$ cat config.mk
export PLATFORM = sky130hd
export DESIGN_NAME = irqv_top
export DESIGN_NICKNAME = d
export VERILOG_FILES = /design/src/rtl/irqv_pkg.sv /design/src/rtl/irqv_regs.sv /design/src/rtl/irqv_raster.sv /design/src/rtl/irqv_arb.sv /design/src/rtl/irqv_top.sv
export SDC_FILE = /design/constraint.sdc
export NUM_CORES = 1
export LEC_CHECK = 0
export ABC_AREA = 1
export BUFFER_PORTS_ARGS = -buffer_cell sky130_fd_sc_hd__buf_2
export CORE_UTILIZATION = 57
export DETAILED_ROUTE_END_ITERATION = 10
export GPL_TIMING_DRIVEN = 0
export PLACE_DENSITY = 0.83
export SLEW_MARGIN = 25
export SYNTH_ARGS = -nofsm -noshare
export SYNTH_HDL_FRONTEND = slang
export SYNTH_HIERARCHICAL = 1
export SYNTH_SLANG_ARGS = --single-unit
$ cat constraint.sdc
create_clock -name clk -period 3.6 [get_ports clk]
set_clock_uncertainty 0.05 [all_clocks]
set_input_delay 0.18 -clock clk [delete_from_list [all_inputs] [get_ports clk]]
set_output_delay 0.18 -clock clk [all_outputs]
set_load 0.1 [all_outputs]
$ cat src/rtl/irqv_pkg.sv
package irqv_pkg;
    localparam int NSRC     = 4;
    localparam int CODE_W   = 3;
    localparam int SRC_DMA0 = 0;
    localparam int SRC_DMA1 = 1;
    localparam int SRC_DMA2 = 2;
    localparam int SRC_RAST = 3;
    localparam logic [CODE_W-1:0] CODE_NONE = 3'b111;

    function automatic logic [CODE_W-1:0] code_of(input int idx);
        case (idx)
            SRC_DMA0: code_of = 3'b000;
            SRC_DMA1: code_of = 3'b001;
            SRC_DMA2: code_of = 3'b011;
            SRC_RAST: code_of = 3'b100;
            default:  code_of = CODE_NONE;
        endcase
    endfunction
endpackage

$ cat src/rtl/irqv_regs.sv
module irqv_regs #(
    parameter int ADDR_W   = 4,
    parameter int DATA_W   = 8,
    parameter int BASE_OFS = 5,
    parameter int LINE_OFS = 0,
    parameter logic [DATA_W-1:0] BASE_RST = 8'h01
) (
    input  logic              clk,
    input  logic              rst_n,
    input  logic              we,
    input  logic [ADDR_W-1:0] addr,
    input  logic [DATA_W-1:0] wdata,
    output logic [DATA_W-1:0] rdata,
    output logic [DATA_W-1:0] base_reg,
    output logic [DATA_W-1:0] line_reg
);
    typedef struct packed {
        logic [DATA_W-1:0] base;
        logic [DATA_W-1:0] line;
    } regs_t;

    regs_t r_d, r_q;

    always_comb begin
        r_d = r_q;
        if (we && addr == ADDR_W'(BASE_OFS)) r_d.base = wdata;
        if (we && addr == ADDR_W'(LINE_OFS)) r_d.line = wdata;
    end

    always_ff @(posedge clk) begin
        if (!rst_n) begin
            r_q.base <= BASE_RST;
            r_q.line <= '0;
        end else begin
            r_q <= r_d;
        end
    end

    always_comb begin
        if (addr == ADDR_W'(BASE_OFS))      rdata = r_q.base;
        else if (addr == ADDR_W'(LINE_OFS)) rdata = r_q.line;
        else                                rdata = '0;
    end

    assign base_reg = r_q.base;
    assign line_reg = r_q.line;

    // a write to any other offset leaves both registers unchanged
    p_other_ofs_r9: assert property (@(posedge clk) disable iff (!rst_n)
        (we && addr != ADDR_W'(BASE_OFS) && addr != ADDR_W'(LINE_OFS))
        |=> (base_reg == $past(base_reg) && line_reg == $past(line_reg)));

    // a base write lands in the register one edge later
    p_base_write_r9: assert property (@(posedge clk) disable iff (!rst_n)
        (we && addr == ADDR_W'(BASE_OFS)) |=> base_reg == $past(wdata));
endmodule

$ cat src/rtl/irqv_raster.sv
module irqv_raster #(
    parameter int LINE_W = 8,
    parameter int PERIOD = 52
) (
    input  logic              clk,
    input  logic              rst_n,
    input  logic              hsync_stb,
    input  logic              vsync_stb,
    input  logic [LINE_W-1:0] line_num,
    input  logic [LINE_W-1:0] line_sel,
    output logic              hit
);
    localparam int CNT_W = $clog2(PERIOD + 1);

    typedef struct packed {
        logic [CNT_W-1:0] cnt;
    } rast_t;

    rast_t s_d, s_q;
    logic  period_hit;
    logic  line_hit;

    always_comb begin
        s_d        = s_q;
        period_hit = 1'b0;
        if (vsync_stb) begin
            s_d.cnt = '0;
        end else if (hsync_stb) begin
            if (s_q.cnt == CNT_W'(PERIOD - 1)) begin
                s_d.cnt    = '0;
                period_hit = 1'b1;
            end else begin
                s_d.cnt = s_q.cnt + 1'b1;
            end
        end
        line_hit = hsync_stb && (line_sel != '0) && (line_num == line_sel);
        hit      = period_hit || line_hit;
    end

    always_ff @(posedge clk) begin
        if (!rst_n) s_q <= '0;
        else        s_q <= s_d;
    end

    // the count never reaches the period value
    p_cnt_bound_r7: assert property (@(posedge clk) disable iff (!rst_n)
        s_q.cnt < CNT_W'(PERIOD));

    // a vsync strobe returns the count to zero
    p_vsync_clear_r7: assert property (@(posedge clk) disable iff (!rst_n)
        vsync_stb |=> s_q.cnt == '0);

    // no hit without a horizontal strobe
    p_hit_needs_hs_r8: assert property (@(posedge clk) disable iff (!rst_n)
        hit |-> hsync_stb);
endmodule

$ cat src/rtl/irqv_arb.sv
module irqv_arb
    import irqv_pkg::*;
#(
    parameter int BASE_W = 4
) (
    input  logic              clk,
    input  logic              rst_n,
    input  logic [NSRC-1:0]   set_req,
    input  logic              ack,
    input  logic [BASE_W-1:0] base,
    output logic              int_n,
    output logic              vec_oe,
    output logic [BASE_W+CODE_W:0] vec_data
);
    localparam int VEC_W = BASE_W + CODE_W + 1;

    typedef struct packed {
        logic [NSRC-1:0]  pend;
        logic             ack;
        logic [VEC_W-1:0] vec;
    } arb_t;

    arb_t              s_d, s_q;
    logic              ack_rise;
    logic              found;
    logic [NSRC-1:0]   clr;
    logic [CODE_W-1:0] win_code;

    always_comb begin
        found    = 1'b0;
        clr      = '0;
        win_code = CODE_NONE;
        for (int i = 0; i < NSRC; i++) begin
            if (s_q.pend[i]) begin
                found    = 1'b1;
                clr      = '0;
                clr[i]   = 1'b1;
                win_code = code_of(i);
            end
        end

        ack_rise = ack && !s_q.ack;
        s_d      = s_q;
        s_d.ack  = ack;
        if (ack_rise) begin
            s_d.vec  = {base, win_code, 1'b0};
            s_d.pend = (s_q.pend & ~clr) | set_req;
        end else begin
            s_d.pend = s_q.pend | set_req;
        end
    end

    always_ff @(posedge clk) begin
        if (!rst_n) s_q <= '0;
        else        s_q <= s_d;
    end

    assign int_n    = ~|s_q.pend;
    assign vec_oe   = ack && s_q.ack;
    assign vec_data = vec_oe ? s_q.vec : '0;

    // the vector holds steady across a continuing acknowledge
    p_vec_stable_r1: assert property (@(posedge clk) disable iff (!rst_n)
        (vec_oe && $past(vec_oe)) |-> $stable(vec_data));

    // an acknowledge without new requests removes exactly one flag
    p_single_clear_r5: assert property (@(posedge clk) disable iff (!rst_n)
        (ack_rise && set_req == '0 && s_q.pend != '0)
        |=> ($countones(s_q.pend) + 1 == $countones($past(s_q.pend))));

    // an incoming request is always pending on the next edge
    p_no_loss_r10: assert property (@(posedge clk) disable iff (!rst_n)
        (set_req != '0) |=> ((s_q.pend & $past(set_req)) == $past(set_req)));

    // captured code is one of the defined values
    p_code_legal_r3: assert property (@(posedge clk) disable iff (!rst_n)
        vec_oe |-> (vec_data[CODE_W:1] inside {3'b000, 3'b001, 3'b011, 3'b100, 3'b111}));
endmodule

$ cat src/rtl/irqv_top.sv
module irqv_top
    import irqv_pkg::*;
#(
    parameter int LINE_W = 8,
    parameter int ADDR_W = 4,
    parameter int DATA_W = 8,
    parameter int PERIOD = 52
) (
    input  logic              clk,
    input  logic              rst_n,
    input  logic [2:0]        dma_req,
    input  logic              hsync_stb,
    input  logic              vsync_stb,
    input  logic [LINE_W-1:0] line_num,
    input  logic              reg_we,
    input  logic [ADDR_W-1:0] reg_addr,
    input  logic [DATA_W-1:0] reg_wdata,
    output logic [DATA_W-1:0] reg_rdata,
    input  logic              m1_n,
    input  logic              iorq_n,
    output logic              int_n,
    output logic              vec_oe,
    output logic [DATA_W-1:0] vec_data
);
    localparam int BASE_W = DATA_W - CODE_W - 1;

    logic [DATA_W-1:0] base_reg;
    logic [DATA_W-1:0] line_reg;
    logic              rast_hit;
    logic [NSRC-1:0]   set_req;
    logic              ack;

    assign ack     = !m1_n && !iorq_n;
    assign set_req = {rast_hit, dma_req};

    irqv_regs #(
        .ADDR_W(ADDR_W), .DATA_W(DATA_W), .BASE_OFS(5), .LINE_OFS(0),
        .BASE_RST(DATA_W'(1))
    ) u_regs (
        .clk(clk), .rst_n(rst_n), .we(reg_we), .addr(reg_addr),
        .wdata(reg_wdata), .rdata(reg_rdata),
        .base_reg(base_reg), .line_reg(line_reg)
    );

    irqv_raster #(.LINE_W(LINE_W), .PERIOD(PERIOD)) u_raster (
        .clk(clk), .rst_n(rst_n), .hsync_stb(hsync_stb), .vsync_stb(vsync_stb),
        .line_num(line_num), .line_sel(line_reg[LINE_W-1:0]), .hit(rast_hit)
    );

    irqv_arb #(.BASE_W(BASE_W)) u_arb (
        .clk(clk), .rst_n(rst_n), .set_req(set_req), .ack(ack),
        .base(base_reg[DATA_W-1 -: BASE_W]),
        .int_n(int_n), .vec_oe(vec_oe), .vec_data(vec_data)
    );

    // the vector is only driven inside an acknowledge
    p_oe_in_ack_r1: assert property (@(posedge clk) disable iff (!rst_n)
        vec_oe |-> (!m1_n && !iorq_n));

    // emitted vector bit 0 is clear
    p_even_vec_r2: assert property (@(posedge clk) disable iff (!rst_n)
        vec_oe |-> !vec_data[0]);
endmodule

==> results.md <==
- Status: finished clean
- Setup crit end kind: primary output
- Setup TNS: 0 ns
- Floorplan die width: 60.4 um
- FMAX: 560 MHz
- CTS root buffer: clkbuf_4
- Flop and latch count out of synthesis: 34
- Vias in the first global route: 1629
- Final HPWL from detailed placement: 3.08 mm
- Fill cells: 301
- N_diodes: 0
- Share of layout cells above drive strength 1: 19.7%
- Count of pins over their slew limit: 0
- Core Area: 3150 um^2
- Worst-case clock buffer depth: 2
- Global-route wire length before repair: 6.51 mm
- PortBufs: 45
- Num Clock Sinks: 34
- Fin nets: 397
- Synth Instances: 314
- # setup viols final: 0
- CTS tree: done
- # resized after CTS: 0
- Tmin final: 1.79 ns
- Max-cap viol count: 0
- Design area: 2300 um^2
- ANT nets after route: 0
- Starting Density: 61.6%
- Routed vias/inst: 4.79
- Worst setup SP type: flip-flop
- Syn Area/Cell: 6.19 um^2
- Routed vias: 1965
- Avg WL per Cell: 10.2 um
- Worst Hold Slack: 0.00730 ns
- Setup CP Type: reg -> out
- CP Data Arrival Time: 1.56 ns
- Post-cts hold buffer count: 0
- DR iter-0 viols: 89
- H-tree levels: 2
- Cell Rows: 20
- GRT Overall Usage: 24.4%
- TritonCTS Buffers: 5
- Register area share after synthesis: 35.0%
- Drt total wl: 4.16 mm
- Power per cell area: 350 nW/um^2
- Post-CTS Setup Bufs: 0
- Net Count, Synth: 345
- Die area: 3650 um^2
- Fin crit share: 49.6%
- RSZ-0062 raised after global routing: false
- Pin count of the biggest net entering global routing: 11
- Total Power: 0.808 mW
- Netlist cell types: 28
- Total gr overflow: 0
- CTS clk-pin slew, worst paths: 0.10 ns
- DRT Pass-1 Iters: 7
- Area Overhead vs Synth: 18.6%
- WP data required: 3.37 ns
- Post-DP Area: 2220 um^2
- Leakage power: 1.21 nW
- Worst hold path class: in -> reg
- Placer Congestion: 0.899
- Cell Area, Synth: 1940 um^2
- Initial antenna violation count: 0
- Clk_lat worst skew: 0.33 ns
- Worst vdd ir: 0.268 mV
- Hold Vio Cnt, Final: 0
- Die Y: 60.4 um
- Ys Warns: 6
- Drc violations: 0
- Top-Level Pins: 48
- Critical Path Fanout Max: 8
- Number of flip-flops in the largest register: 12
[cell usage in the layout, fill, tap and decap left out, drive strengths merged]
cell     n
xnor2    1
nand3    9
nor2    48
buf     53
a21oi   13
a31oi    1
or2      4
inv     79
nand2   78
conb     1
clkbuf   7
clkinv   1
ha       1
nand4   18
dfxtp   34
o22ai    7
o21ai    7
bufinv   1
nor3     3
[worst paths after layout]
kind              startpoint             to  slack [ns]  cells past startpoint
max             u_arb/s_q[8]    vec_data[7]        1.81                      3
min               dma_req[2]  u_arb/s_q[11]       0.007                      3
max reg2reg  u_raster/s_q[0]  u_arb/s_q[12]        2.21                      8
min reg2reg     u_arb/s_q[7]   u_arb/s_q[7]        0.41                      2
[power by group]
part / switching [mW] / leakage [nW] / internal [mW]
Combinational: 0.0842 / 0.888 / 0.0430
Clock: 0.123 / 0.0443 / 0.162
Sequential: 0.00764 / 0.277 / 0.389
[per-layer routing]
metal  track usage, %  wire length (um)
met2             40.5              1910
met3             6.18               261
met1             30.5              1930
met5                0                 0
met4             8.97                63
[area by class of cell]
| class | instances | area, um^2 | area share (%) |
|---|---|---|---|
| inverters | 80 | 300 | 13.0 |
| flip-flops and latches | 34 | 681 | 29.5 |
| well taps | 44 | 55.1 | 2.39 |
| clock inverters | 1 | 30.0 | 1.30 |
| repair buffers | 45 | 225 | 9.77 |
| clock buffers | 6 | 51.3 | 2.23 |
| plain buffers | 9 | 67.6 | 2.93 |
| multi-input cells | 191 | 895 | 38.8 |
[per-stage QoR]
| step | cells | setup WS [ns] | utilization [%] |
|---|---|---|---|
| floorplan | 314 | 0.822 | - |
| global placement | 403 | 1.95 | 70.5 |
| detailed placement | 403 | 1.93 | 70.5 |
| CTS | 410 | 1.80 | 73.1 |
| global route | 410 | 1.72 | 73.1 |
| finish | 410 | 1.81 | 73.1 |
[cell families (layout without fill, tap and decap cells)]
family,after synthesis,count (layout),share of synthesized area (%)
buffers and inverters,89,141,18.9
adders and majority gates,1,1,0.644
AOI/OAI and AO/OA,28,28,7.92
and+or+nand+nor,160,160,36.8
other,1,1,0.193
DFF,34,34,35.0
xor gates and xnor gates,1,1,0.451
[critical path, cell delays in order (launching register included)]
cell	delay (ns)
dfxtp_1	0.40
nand2_1	0.21
nor2_1	0.16
buf_2	0.44
[synthesized netlist by cell type (all sizes together)]
| master | count | area share [%] |
|---|---|---|
| conb | 1 | 0.19 |
| nand3 | 9 | 3.0 |
| ha | 1 | 0.64 |
| a21oi | 13 | 3.5 |
| inv | 79 | 15 |
| o21ai | 7 | 1.8 |
| nand2 | 78 | 15 |
| dfxtp | 34 | 35 |
| nor2 | 48 | 11 |
| buf | 8 | 3.3 |
| a31oi | 1 | 0.32 |
| xnor2 | 1 | 0.45 |
| clkinv | 1 | 0.19 |
| nor3 | 3 | 0.77 |
| o22ai | 7 | 2.3 |
| or2 | 4 | 1.3 |
| nand4 | 18 | 5.8 |
| clkbuf | 1 | 0.19 |
Power figures use the tool's default switching activity.
